==> src/rtl/pkt_page_pkg.sv <==
package pkt_page_pkg;
  typedef enum logic [2:0] {
    OP_NOP      = 3'd0,
    OP_ALLOC_TX = 3'd1,
    OP_MMU_RST  = 3'd2,
    OP_RX_DROP  = 3'd3,
    OP_RX_FREE  = 3'd4,
    OP_REL_PNUM = 3'd5,
    OP_TX_ENQ   = 3'd6,
    OP_TX_RST   = 3'd7
  } mmu_op_e;

  localparam logic [7:0] NO_PAGE = 8'h80;
endpackage

==> src/rtl/page_fifo.sv <==
module page_fifo #(
  parameter int DEPTH = 4,
  parameter int W     = 2,
  parameter int LW    = $clog2(DEPTH + 1)
) (
  input  logic          clk,
  input  logic          rst_n,
  input  logic          clr,
  input  logic          push,
  input  logic [W-1:0]  din,
  input  logic          pop,
  output logic [W-1:0]  dout,
  output logic [LW-1:0] level,
  output logic          full,
  output logic          empty
);
  localparam int IW = (DEPTH > 1) ? $clog2(DEPTH) : 1;

  logic [W-1:0]  slot [DEPTH];
  logic [LW-1:0] cnt;
  logic          do_pop, do_push;
  logic [IW-1:0] wr_idx;

  assign empty  = (cnt == '0);
  assign full   = (cnt == LW'(DEPTH));
  assign do_pop = pop && !empty;
  assign do_push = push && (!full || do_pop);
  assign wr_idx = IW'(cnt - LW'(do_pop));
  assign dout   = slot[0];
  assign level  = cnt;

  always_ff @(posedge clk) begin
    if (!rst_n) begin
      cnt <= '0;
      for (int i = 0; i < DEPTH; i++) slot[i] <= '0;
    end else if (clr) begin
      cnt <= '0;
    end else begin
      if (do_pop) begin
        for (int i = 0; i < DEPTH - 1; i++) slot[i] <= slot[i+1];
      end
      if (do_push) slot[wr_idx] <= din;
      cnt <= cnt + LW'(do_push) - LW'(do_pop);
    end
  end
endmodule

==> src/rtl/page_pick.sv <==
module page_pick #(
  parameter int N  = 4,
  parameter int PW = $clog2(N)
) (
  input  logic [N-1:0]  used_map,
  output logic          found,
  output logic [PW-1:0] idx
);
  always_comb begin
    found = 1'b0;
    idx   = '0;
    for (int i = N - 1; i >= 0; i--) begin
      if (!used_map[i]) begin
        found = 1'b1;
        idx   = PW'(i);
      end
    end
  end
endmodule

==> src/rtl/pkt_page_mgr.sv <==
module pkt_page_mgr
  import pkt_page_pkg::*;
#(
  parameter int NUM_PAGES = 4,
  parameter int PW        = $clog2(NUM_PAGES),
  parameter int LW        = $clog2(NUM_PAGES + 1)
) (
  input  logic          clk,
  input  logic          rst_n,
  input  logic          cmd_valid,
  input  logic [7:0]    cmd_byte,
  input  logic [PW-1:0] pkt_num,
  input  logic          tx_enable,
  input  logic          auto_release,
  input  logic          rx_req_valid,
  output logic          rx_req_ready,
  output logic [PW-1:0] rx_alloc_page,
  output logic          tx_out_valid,
  input  logic          tx_out_ready,
  output logic [PW-1:0] tx_out_page,
  input  logic          done_pop,
  output logic [7:0]    alloc_result,
  output logic [7:0]    rx_head,
  output logic [7:0]    done_head,
  output logic [LW-1:0] tx_level,
  output logic [LW-1:0] rx_level,
  output logic [LW-1:0] done_level,
  output logic [LW-1:0] used_count,
  output logic [LW-1:0] mem_pages,
  output logic          evt_alloc_clr,
  output logic          evt_alloc_set
);
  logic [NUM_PAGES-1:0] map_q, map_d, map_after_rel, rel_mask;
  logic [7:0]           result_q, result_d;
  mmu_op_e              op;
  logic c_alloc, c_mrst, c_rxdrop, c_rxfree, c_rel, c_enq, c_txrst;
  logic now_found, rel_found, rel_en, retry, tx_fire, rx_fire;
  logic [PW-1:0] now_idx, rel_pick, rel_idx;
  logic [PW-1:0] rx_hd, tx_hd, dn_hd;
  logic rx_full, rx_empty, tx_full, tx_empty, dn_full, dn_empty;

  assign op       = mmu_op_e'(cmd_byte[7:5]);
  assign c_alloc  = cmd_valid && (op == OP_ALLOC_TX);
  assign c_mrst   = cmd_valid && (op == OP_MMU_RST);
  assign c_rxdrop = cmd_valid && (op == OP_RX_DROP);
  assign c_rxfree = cmd_valid && (op == OP_RX_FREE);
  assign c_rel    = cmd_valid && (op == OP_REL_PNUM);
  assign c_enq    = cmd_valid && (op == OP_TX_ENQ);
  assign c_txrst  = cmd_valid && (op == OP_TX_RST);

  page_pick #(.N(NUM_PAGES), .PW(PW)) u_pick_now (
    .used_map(map_q), .found(now_found), .idx(now_idx));
  page_pick #(.N(NUM_PAGES), .PW(PW)) u_pick_rel (
    .used_map(map_after_rel), .found(rel_found), .idx(rel_pick));

  // Handshakes: commands own the cycle, then transmit, then receive.
  assign tx_out_valid  = tx_enable && !tx_empty && !cmd_valid;
  assign tx_fire       = tx_out_valid && tx_out_ready;
  assign tx_out_page   = tx_hd;
  assign rx_req_ready  = now_found && !rx_full && !cmd_valid && !tx_out_valid;
  assign rx_fire       = rx_req_valid && rx_req_ready;
  assign rx_alloc_page = now_idx;

  always_comb begin
    rel_en  = 1'b0;
    rel_idx = '0;
    if (c_rel) begin
      rel_en  = 1'b1;
      rel_idx = pkt_num;
    end else if (c_rxfree && !rx_empty) begin
      rel_en  = 1'b1;
      rel_idx = rx_hd;
    end else if (tx_fire && auto_release) begin
      rel_en  = 1'b1;
      rel_idx = tx_hd;
    end
  end

  assign rel_mask      = rel_en ? (NUM_PAGES'(1) << rel_idx) : '0;
  assign map_after_rel = map_q & ~rel_mask;
  assign retry         = rel_en && (result_q == NO_PAGE) && rel_found;

  always_comb begin
    map_d    = map_after_rel;
    result_d = result_q;
    if (c_mrst) begin
      map_d    = '0;
      result_d = 8'h00;
    end else if (c_alloc) begin
      if (now_found) begin
        map_d    = map_q | (NUM_PAGES'(1) << now_idx);
        result_d = 8'(now_idx);
      end else begin
        result_d = NO_PAGE;
      end
    end else begin
      if (retry) begin
        map_d    = map_d | (NUM_PAGES'(1) << rel_pick);
        result_d = 8'(rel_pick);
      end
      if (rx_fire) map_d = map_d | (NUM_PAGES'(1) << now_idx);
    end
  end

  always_ff @(posedge clk) begin
    if (!rst_n) begin
      map_q    <= '0;
      result_q <= 8'h00;
    end else begin
      map_q    <= map_d;
      result_q <= result_d;
    end
  end

  assign evt_alloc_clr = c_alloc;
  assign evt_alloc_set = (c_alloc && now_found) || (!c_mrst && retry);

  page_fifo #(.DEPTH(NUM_PAGES), .W(PW), .LW(LW)) u_rxq (
    .clk(clk), .rst_n(rst_n), .clr(c_mrst),
    .push(rx_fire), .din(now_idx), .pop(c_rxdrop || c_rxfree),
    .dout(rx_hd), .level(rx_level), .full(rx_full), .empty(rx_empty));

  page_fifo #(.DEPTH(NUM_PAGES), .W(PW), .LW(LW)) u_txq (
    .clk(clk), .rst_n(rst_n), .clr(c_mrst || c_txrst),
    .push(c_enq), .din(pkt_num), .pop(tx_fire),
    .dout(tx_hd), .level(tx_level), .full(tx_full), .empty(tx_empty));

  page_fifo #(.DEPTH(NUM_PAGES), .W(PW), .LW(LW)) u_doneq (
    .clk(clk), .rst_n(rst_n), .clr(c_mrst || c_txrst),
    .push(tx_fire && !auto_release), .din(tx_hd), .pop(done_pop),
    .dout(dn_hd), .level(done_level), .full(dn_full), .empty(dn_empty));

  assign alloc_result = result_q;
  assign rx_head      = rx_empty ? NO_PAGE : 8'(rx_hd);
  assign done_head    = dn_empty ? NO_PAGE : 8'(dn_hd);
  assign used_count   = LW'($countones(map_q));
  assign mem_pages    = LW'(NUM_PAGES);
endmodule

==> config.mk <==
export PLATFORM = sky130hd
export DESIGN_NAME = pkt_page_mgr
export DESIGN_NICKNAME = d
export VERILOG_FILES = /design/src/rtl/pkt_page_pkg.sv /design/src/rtl/page_fifo.sv /design/src/rtl/page_pick.sv /design/src/rtl/pkt_page_mgr.sv
export SDC_FILE = /design/constraint.sdc
export NUM_CORES = 1
export LEC_CHECK = 0
export ABC_AREA = 1
export BUFFER_PORTS_ARGS = -buffer_cell sky130_fd_sc_hd__buf_2
export CAP_MARGIN = 30
export CELL_PAD_IN_SITES_DETAIL_PLACEMENT = 2
export CELL_PAD_IN_SITES_GLOBAL_PLACEMENT = 2
export CORE_ASPECT_RATIO = 1.4
export CORE_MARGIN = 2
export CORE_UTILIZATION = 31
export CTS_CLUSTER_DIAMETER = 30
export DETAILED_ROUTE_END_ITERATION = 6
export PLACE_DENSITY = 0.87
export SETUP_SLACK_MARGIN = 0.2
export SLEW_MARGIN = 20
export SYNTH_ARGS = -nofsm -noshare
export SYNTH_HDL_FRONTEND = slang
export SYNTH_SLANG_ARGS = --single-unit
==> constraint.sdc <==
create_clock -name clk -period 3.3 [get_ports clk]
set_input_delay 0.495 -clock clk [delete_from_list [all_inputs] [get_ports clk]]
set_output_delay 0.495 -clock clk [all_outputs]
set_load 0.02 [all_outputs]
# --- Yosys cells after proc, flatten, opt, wreduce, memory -nomap -nowiden ---
# Memories as Yosys holds them, arrays and structs flattened.
# Cells that the tools add are included.
totals:
  regBits: 21
  ram_bits: 24
  input_bits: 18
  out_inout_bits: 47
  wordCells: 178
  mem_count: 3
op_classes:
  add_sub_neg: 12
  n_eq_ne: 11
  shift: 3
  muxes: 77
  bitwise: 15
  reduce_logical: 52
mem_list:
  columns: ["memory", "words", "word_bits", "rd", "rd_ports_with_merged_regs", "write_ports", "line_no", "source"]
  rows:
  - ["u_doneq.slot", 4, 2, 4, 0, 4, "page_fifo.sv:19", "logic [W-1:0] slot [DEPTH];"]
  - ["u_rxq.slot", 4, 2, 4, 0, 4, "page_fifo.sv:19", null]
  - ["u_txq.slot", 4, 2, 4, 0, 4, "page_fifo.sv:19", null]
op_table:
  columns: ["operator", "n"]
  rows:
  - ["$mux 2", 26]
  - ["$mux 8", 5]
  - ["$mux 1", 39]
  - ["$mux 4", 7]
  - ["$logic_and 1x1->1", 27]
  - ["$eq 3x3->1 const B", 7]
  - ["$or 4x4->4", 3]
  - ["$shl 1x2->4 const A", 3]
  - ["$logic_not 1->1", 10]
  - ["$reduce_or 2->1", 5]
  - ["$add 3x1->3", 3]
  - ["$logic_not 3->1", 3]
  - ["$or 1x1->1", 9]
  - ["$sub 3x1->3", 3]
  - ["$eq 8x8->1 const B", 1]
  - ["$eq 3x2->1 const B", 2]
  - ["$logic_or 1x1->1", 6]
  - ["$sub 2x1->2", 3]
  - ["$add 1x1->2", 2]
  - ["$and 4x4->4", 1]
  - ["$not 4->4", 1]
  - ["$add 2x2->3", 1]
  - ["$eq 3x1->1 const B", 1]
  - ["$reduce_bool 2->1", 1]
  - ["$not 1->1", 1]

# --- Longest topological paths before layout ---
# Gate-level depths: netlist (run 1).
logic_depth:
  ltp_word: 25
  ltp_mapped: 16
  ltp_nobuf: 16

# --- Cells and area by module ---
# Synthesis (run 1) repeated with hierarchy kept, for this count alone.
hier_totals:
  hier_cells: 460
  area_unflattened_um2: 3420.8
by_module_without_submodules:
  columns: ["mod", "n_inst", "cells_per_inst", "area_per_inst_um2", "seq_area_each_um2"]
  rows:
  - ["pkt_page_mgr", 1, 169, 1068.5, 140.1]
  - ["page_fifo at u_txq", 1, 91, 765.7, 300.3]
  - ["page_fifo at u_doneq", 1, 91, 758.2, 300.3]
  - ["page_fifo at u_rxq", 1, 91, 755.7, 300.3]
  - ["page_pick", 2, 9, 36.3, 0.0]

# --- Least setup slack after synthesis (run 1) ---
# OpenSTA, ideal clock, no wires.
synth_path:
  kind: "register to register"
  from: "register u_txq.cnt[1], in the netlist u_txq.level[1]"
  to: "register u_txq.cnt[2], in the netlist u_txq.level[2]"
  setup_time_ns: 0.070
  arrival_time_ns: 2.583
  required_time_ns: 3.230
  path_slack_ns: 0.646
  path_stages_with_launch: 13
  path_buffers: 0
  synth_period_minus_slack_ns: 2.654
  path_cell_list: "dfxtp_1 > nor2_1 > a21oi_4 > nand2_4 > inv_1 > ha_1 > inv_1 > ha_1 > inv_1 > fa_1 > xor2_1 > or2_2 > a21oi_1"
synth_via:
  elab_chain_cells: 10
  elab_cells_between_ends: 12
  classes_between: "2 x add/sub; 1 x eq/ne; 9 x reduce/logical"
synth_lines:
  columns: ["element", "line_no", "source"]
  rows:
  - ["from (decl)", "page_fifo.sv:20", "logic [LW-1:0] cnt;"]
  - ["from (signal assigned)", "page_fifo.sv:43", "cnt <= cnt + LW'(do_push) - LW'(do_pop);"]
  - ["$logic_not 3->1 (*)", "page_fifo.sv:24", "assign empty = (cnt == '0);"]
  - ["$logic_not 1->1 (*)", "pkt_page_mgr.sv:57", "assign tx_out_valid = tx_enable && !tx_empty && !cmd_valid;"]
  - ["$logic_and 1x1->1 (*) (2 in series)", "pkt_page_mgr.sv:57", null]
  - ["net tx_out_valid", "pkt_page_mgr.sv:18", "output logic tx_out_valid,"]
  - ["$logic_and 1x1->1 (*)", "pkt_page_mgr.sv:58", "assign tx_fire = tx_out_valid && tx_out_ready;"]
  - ["$logic_and 1x1->1 (*)", "page_fifo.sv:26", "assign do_pop = pop && !empty;"]
  - ["$logic_or 1x1->1", "page_fifo.sv:27", "assign do_push = push && (!full || do_pop);"]
  - ["$logic_and 1x1->1", "page_fifo.sv:27", null]
  - ["$add 3x1->3", "page_fifo.sv:43", null]
  - ["$sub 3x1->3 (*)", "page_fifo.sv:43", null]
# The timed path passes the listed nets; every way through them passes the cells marked *.
# A chain may end at the register's enable or synchronous reset.

# --- Worst setup path in the final report (run 1) ---
layout_path:
  from: "register u_txq.cnt[1], in the netlist u_txq.level[1]"
  to: "register u_txq.cnt[2], in the netlist u_txq.level[2]"
layout_via:
  elab_chain_cells: 10
  elab_cells_between_ends: 12
  classes_between: "2 x add/sub; 1 x eq/ne; 9 x reduce/logical"
layout_lines:
  columns: ["element", "line_no"]
  rows:
  - ["$logic_not 3->1", "page_fifo.sv:24"]
  - ["$logic_not 1->1", "page_fifo.sv:26, pkt_page_mgr.sv:57"]
  - ["$logic_and 1x1->1 (2 in series)", "pkt_page_mgr.sv:57"]
  - ["$logic_and 1x1->1", "pkt_page_mgr.sv:58"]
  - ["$logic_and 1x1->1", "page_fifo.sv:26"]
  - ["$logic_or 1x1->1", "page_fifo.sv:27"]
  - ["$logic_and 1x1->1", "page_fifo.sv:27"]
  - ["$add 3x1->3", "page_fifo.sv:43"]
  - ["$sub 3x1->3 (*)", "page_fifo.sv:43"]
# Mark *: on every way between the ends. The rest lies on a longest branch, timed or not.

==> qor.txt, run 1 <==
count of buffers added by post-CTS timing repair for setup = 0
data arrival time at the worst-slack endpoint = 2.94 ns
RSZ-0062 raised after global routing = false
hold buffer count at CTS = 0
clock tree root buffer cell = clkbuf_16
number of slew-limit violations in the final report = 0
Area growth, synth to finish = 14.3%
gate count of the mapped netlist = 345
clock share of power = 30.1%
number of top-level pins = 65
peak supply drop = 0.282 mV
instance count along the most critical hold path = 2
Initial DRT Pass Iterations = 4
path class of the lowest-slack min-delay path = flop to flop
TNS Setup = 0 ns
starting density of the core = 31.7%
final period utilization = 82.5%
crit start category = flop
Sink Count = 40
floorplan die area = 0.00954 mm2
number of gates given a new drive strength after cts = 0
biggest area contributors in the synthesized netlist = edfxtp_1 27%, dfxtp_1 12%, inv_1 9.0%, nand3_1 7.7%, nand2_1 7.2%
highest clock rate = 0.367 GHz
total routing resource utilization after global routing = 16.9%
final instance count without filler cells = 494
total number of vias = 2390
number of cells on the worst reg-to-reg path = 12
highest net fanout along the worst path = 7
number of global-route vias before repair = 2643
start point of the worst min-delay path = alloc_result[1]
fraction of power spent switching nets = 38.0%
number of DRC markers in iteration 0 = 39
Max transition margin = 54.6%
Residual DRC = 0
Via density = 4.84
first-pass GRT wire length = 12700 um
cell internal power dissipation = 1.02 mW
startpoint of the worst-slack reg-to-reg timing path = u_txq.level[1]
number of enable flip-flop cells after synthesis = 24
capturing element type of the critical path = flop
Power Total = 1.64 mW
total wire length after detailed routing = 7820 um
logic gate share of total power = 31.5%
share of final-layout standard cells stronger than drive strength 1 = 21.1%
Crit path required time = 3.52 ns
result of the run = finished clean
synthesis warning total = 0
vertical die dimension = 115 um
gp weighted congestion = 0.825
Final ANT Viol Nets = 0
core area = 0.00856 mm2
total of max-cap violations = 0
Pleak = 1.47 nW
fraction of synthesized cell area taken by the top area cell type = 26.5%
area leader, netlist = edfxtp_1
area occupied by registers = 0.00104 mm2
synthesized area per cell = 7.87 um2
total of endpoints with negative setup slack in the final report = 0
share of synthesized flip-flops with an asynchronous set or reset = 0%
category of the critical setup timing path = flop to flop
minimum clock period = 2.72 ns
pin count of the biggest net entering global routing = 19
die boundary width = 83.1 um
Min-Delay Endpoint = alloc_result[1]
clk_skew = 0.00254 ns
Skew-Pair Late Insertion Delay = 0.29 ns
Nets = 422
end-of-flow core utilization = 36.3%
drt wl/cell = 15.8 um
placed instance count = 486
main flop type after synthesis = edfxtp_1
antenna cells = 0
transition time at the pin with the least slew margin = 0.676 ns
H-tree Lvls = 2
initial antenna violation count = 0
Power Density = 528 mW/mm2
library cells used by synthesis = 35
Rows = 40
Final Hold Violating Endpoints = 0
setup slack of the most critical reg-to-reg path = 0.58 ns
P_sw = 0.623 mW
Congestion Overflow GR = 0
flop and latch count out of synthesis = 40
area of combinational cells with multiple inputs = 0.00131 mm2
TritonCTS clock tree = done
part of the power in registers = 38.3%
clk buf depth = 2
filler cell count in the final layout = 1042
critical register-to-register path endpoint = u_txq.level[2]
area of the mapped netlist = 0.00272 mm2
number of buffers created by CTS = 5
part of the Yosys area used for sequential elements = 38.3%
# port buffers = 41
Post-DP HPWL = 6390 um
clock input transition at the sequential cells of the worst setup and hold paths = 0.06 ns
registers in the layout (all words and copies together), names as in the netlist:
| register | flops |
|---|---|
| alloc_result | 3 |
| map_q | 4 |
| u_doneq.level | 3 |
| u_doneq.slot | 8 |
| u_rxq.level | 3 |
| u_rxq.slot | 8 |
| u_txq.level | 3 |
| u_txq.slot | 8 |
cell type report:
type | instances | share of cell area (%)
multi-input cells | 229 | 42.3
flip-flops and latches | 40 | 33.5
inverters | 70 | 8.46
repair buffers | 42 | 6.85
well taps | 105 | 4.23
clock buffers | 5 | 4.03
clock inverters | 3 | 0.604
power groups by stage:
stage	logic, mW	registers, mW	clock network, mW
floorplan	0.373	0.656	0
global placement	0.492	0.635	0
detailed placement	0.521	0.641	0
CTS	0.529	0.631	0.500
global route	0.575	0.637	0.521
finish	0.518	0.629	0.494
Yosys cell counts (all sizes together), types with 2 or more instances:
library cell	count
a21oi	8
a31oi	4
buf	21
conb	2
dfxtp	16
edfxtp	24
fa	4
ha	12
inv	70
nand2	59
nand3	46
nand4	3
nor2	42
o21ai	22
or2	3
cell families (layout without fill, tap and decap cells):
family / after synthesis / after routing / share of synthesized area [%]
compound gates: 38 / 38 / 8.98
fa+ha+maj: 16 / 16 / 8.48
simple gates: 155 / 155 / 27.8
xor+xnor: 2 / 2 / 0.645
flops: 40 / 40 / 38.3
other cells: 2 / 18 / 0.276
buf+inv: 92 / 120 / 15.5
metrics by stage:
stage | hold slack, ns | instance area, um2 | setup slack [ns]
6_report | 0.508 | 3110 | 0.577
5_1_grt | 0.552 | 3110 | 0.364
4_1_cts | 0.515 | 3110 | 0.555
3_5_place_dp | 0.506 | 2960 | 0.362
3_3_place_gp | 0.473 | 2960 | 0.470
2_1_floorplan | 0.528 | 2780 | 0.646
worst max-delay path: stages, from the launching register on:
cell,delay [ns]
dfxtp_1,0.41
nor2_1,0.12
a21oi_4,0.23
nand2_4,0.11
inv_1,0.20
ha_1,0.30
inv_1,0.12
ha_1,0.16
inv_1,0.05
fa_1,0.37
xor2_1,0.17
or2_2,0.29
a21oi_1,0.12
cell usage in the layout (no fill, tap or decap), types with 2 or more instances in the layout:
cell type   count
o21ai_1         8
dfxtp_1        16
nand2_1        52
nor2_1         33
clkinvlp_4      2
buf_2          41
conb_1         18
fa_1            4
edfxtp_1       24
nand2_2         6
inv_1          65
o21ai_0        14
or2_2           2
ha_1           12
a31oi_1         4
a21oi_1         7
nand3_2         3
nand3_1        42
nand4_1         3
clkbuf_16       5
nor2_2          8
inv_2           5
layer usage:
layer	GRT usage (%)	vias to the layer above	share of wire, %
met5	0	-	0
met4	5.90	0	2.1
met3	2.44	15	2.6
met2	36.0	46	60
met1	15.9	1181	36
li1	-	1148	-
worst max path at each step:
stage,start,end,slack [ns],cells past startpoint
finish,u_txq.level[1],u_txq.level[2],0.58,12
global route,u_txq.level[1],u_txq.level[2],0.36,12
CTS,u_txq.level[1],u_txq.level[2],0.55,12
detailed placement,cmd_valid,u_txq.level[2],0.36,14
global placement,cmd_valid,u_txq.level[2],0.47,14
floorplan,u_txq.level[1],u_txq.level[2],0.65,12
Power figures use the tool's default switching activity.
==> run 2, diff against run 1 <==
clock period = 2.6 ns   (was 3.3 ns; I/O delays follow)
==> run 2 against run 1 <==
Effect of this change: sequential power grew 27%; global-route usage grew 1.4 points; clock power grew 26%; final cell count grew 1.6%; fmax grew 16%; wire length grew 8.1%; non-clock buffer count grew 8; critical path depth shrank 1; final area grew 4.6%; register-to-register slack lost 0.32 ns; critical path type unchanged; largest power group unchanged.
==> qor.txt, run 2 (synthesis results as in run 1) <==
commonest non-fill, non-tap cell in the layout = inv_1
total placed instance area = 0.00304 mm2 (+2.6%)
clock input transition at the sequential cells of the worst setup and hold paths = 0.06 ns (about the same)
number of buffers created by CTS = 5 (unchanged)
path class of the lowest-slack min-delay path = input pin to flop
clock tree root buffer cell = clkbuf_16
final period utilization = 90.2% (+7.7 points)
capturing element type of the critical path = flop
data arrival time at the worst-slack endpoint = 2.52 ns (-0.42 ns)
TritonCTS clock tree = done
setup slack of the most critical reg-to-reg path = 0.26 ns (-0.32 ns)
Skew-Pair Late Insertion Delay = 0.29 ns (about the same)
highest net fanout along the worst path = 4 (-3)
# port buffers = 41 (unchanged)
Pleak = 1.53 nW (+4.4%)
Rows = 40 (unchanged)
total of endpoints with negative setup slack in the final report = 0 (unchanged)
largest registers in the final layout = u_doneq.slot x8, u_rxq.slot x8, u_txq.slot x8
hold buffer count at CTS = 0 (unchanged)
Power Density = 669 mW/mm2 (+27%)
Post-DP HPWL = 6760 um (+5.7%)
number of DRC markers in iteration 0 = 80 (+110%)
Initial DRT Pass Iterations = 4 (unchanged)
gp weighted congestion = 0.840 (+1.9%)
Sink Count = 40 (unchanged)
hold slack final = 0.504 ns (-0.00390 ns)
number of slew-limit violations in the final report = 0 (unchanged)
highest clock rate = 0.427 GHz (+16%)
post-route cell area = 0.00325 mm2 (+4.6%)
drt wl/cell = 16.8 um (+6.3%)
crit start category = flop
part of the power in registers = 36.7% (-1.6 points)
category of the critical setup timing path = flop to flop
logic gate share of total power = 34.7% (+3.2 points)
Area growth, synth to finish = 19.5%
number of top-level pins = 65 (unchanged)
Via density = 4.85 (+0.18%)
clock share of power = 28.6% (-1.5 points)
Final ANT Viol Nets = 0 (unchanged)
floorplan die area = 0.00954 mm2 (unchanged)
Nets = 430 (+1.9%)
total wire length after detailed routing = 8460 um (+8.1%)
result of the run = finished clean
placed instance count = 491 (+1.0%)
total number of vias = 2433 (+1.8%)
share of final-layout standard cells stronger than drive strength 1 = 27.7% (+6.6 points)
Final Hold Violating Endpoints = 0 (unchanged)
first-pass GRT wire length = 13600 um (+7.2%)
antenna cells = 0 (unchanged)
fraction of power spent switching nets = 37.6% (-0.37 points)
final instance count without filler cells = 502 (+1.6%)
peak supply drop = 0.355 mV (+26%)
commonest cells after routing, fill and taps aside = 61 x inv_1, 51 x nand2_1, 41 x nand3_1, 41 x buf_2, 31 x nor2_1
minimum clock period = 2.34 ns (-0.378 ns)
cell internal power dissipation = 1.36 mW (+33%)
core area = 0.00856 mm2 (unchanged)
clk_skew = 0.00705 ns (+0.00451 ns)
initial antenna violation count = 0 (unchanged)
Crit path required time = 2.78 ns (-0.74 ns)
RSZ-0062 raised after global routing = true
total of max-cap violations = 0 (unchanged)
starting density of the core = 31.7% (unchanged)
vertical die dimension = 115 um (unchanged)
H-tree Lvls = 2 (unchanged)
Residual DRC = 0 (unchanged)
P_sw = 0.817 mW (+31%)
die boundary width = 83.1 um (unchanged)
clk buf depth = 2 (unchanged)
number of global-route vias before repair = 2699 (+2.1%)
TNS Setup = 0 ns (unchanged)
Congestion Overflow GR = 0 (unchanged)
total routing resource utilization after global routing = 18.3% (+1.4 points)
pin count of the biggest net entering global routing = 17 (-2)
[run 2: changes by cell type in the layout (fill, tap and decap cells not counted), sizes merged]
cell      previous run  this run
buf                 42        50
clkinv               1         3
clkinvlp             2         0
[run 2: worst paths after layout]
kind	from	endpoint	cells past startpoint
worst max-delay path	u_rxq.level[1]	u_rxq.level[2]	11
worst min-delay path	rx_req_valid	map_q[0]	3
worst max register to register	u_rxq.level[1]	u_rxq.level[2]	11
worst min register to register	alloc_result[7]	alloc_result[7]	2
[run 2: through the flow]
step	utilization [%]	power, mW	setup WS, ns
finish	37.9	2.17	0.256
global route	37.9	2.30	0.171
CTS	37.3	2.13	0.119
detailed placement	35.5	1.50	0.0762
global placement	35.5	1.45	0.142
floorplan	-	1.32	0.206
[run 2: final cells by class]
class	count	area, um2
Fill cell	1000	5310
Multi-Input combinational cell	229	1370
Sequential cell	40	1060
Timing Repair Buffer	50	273
Inverter	70	268
Tap cell	105	131
Clock buffer	5	125
Clock inverter	3	18.8
[run 2: routing by layer]
metal	vias up	wire, um	global-route usage [%]
met4	0	142	5.57
li1	1166	-	-
met3	10	204	2.23
met5	-	0	0
met1	1207	2820	17.5
met2	50	5290	39.4
[run 2: power groups by stage]
stage | Sequential (mW) | Clock, mW | Combinational [mW]
2_1_floorplan | 0.835 | 0 | 0.480
3_3_place_gp | 0.801 | 0 | 0.646
3_5_place_dp | 0.806 | 0 | 0.694
4_1_cts | 0.796 | 0.627 | 0.710
5_1_grt | 0.805 | 0.656 | 0.841
6_report | 0.796 | 0.622 | 0.755
[run 2: critical path, cell delays in order, from the launching register on]
cell and delay (ns):
dfxtp_4 0.37, inv_1 0.08, nand3_2 0.12, inv_2 0.08, o41ai_4 0.32, ha_2 0.34, inv_1 0.11, ha_1 0.16
inv_1 0.05, fa_1 0.39, o21ai_1 0.16, a21oi_1 0.06
[run 2: what timing repair did]
item | in CTS | in global routing
endpoints found under the setup margin | 4 | 19
gates resized for setup | 3 | 12
pin swaps | 1 | 3
setup buffers | 1 | 2
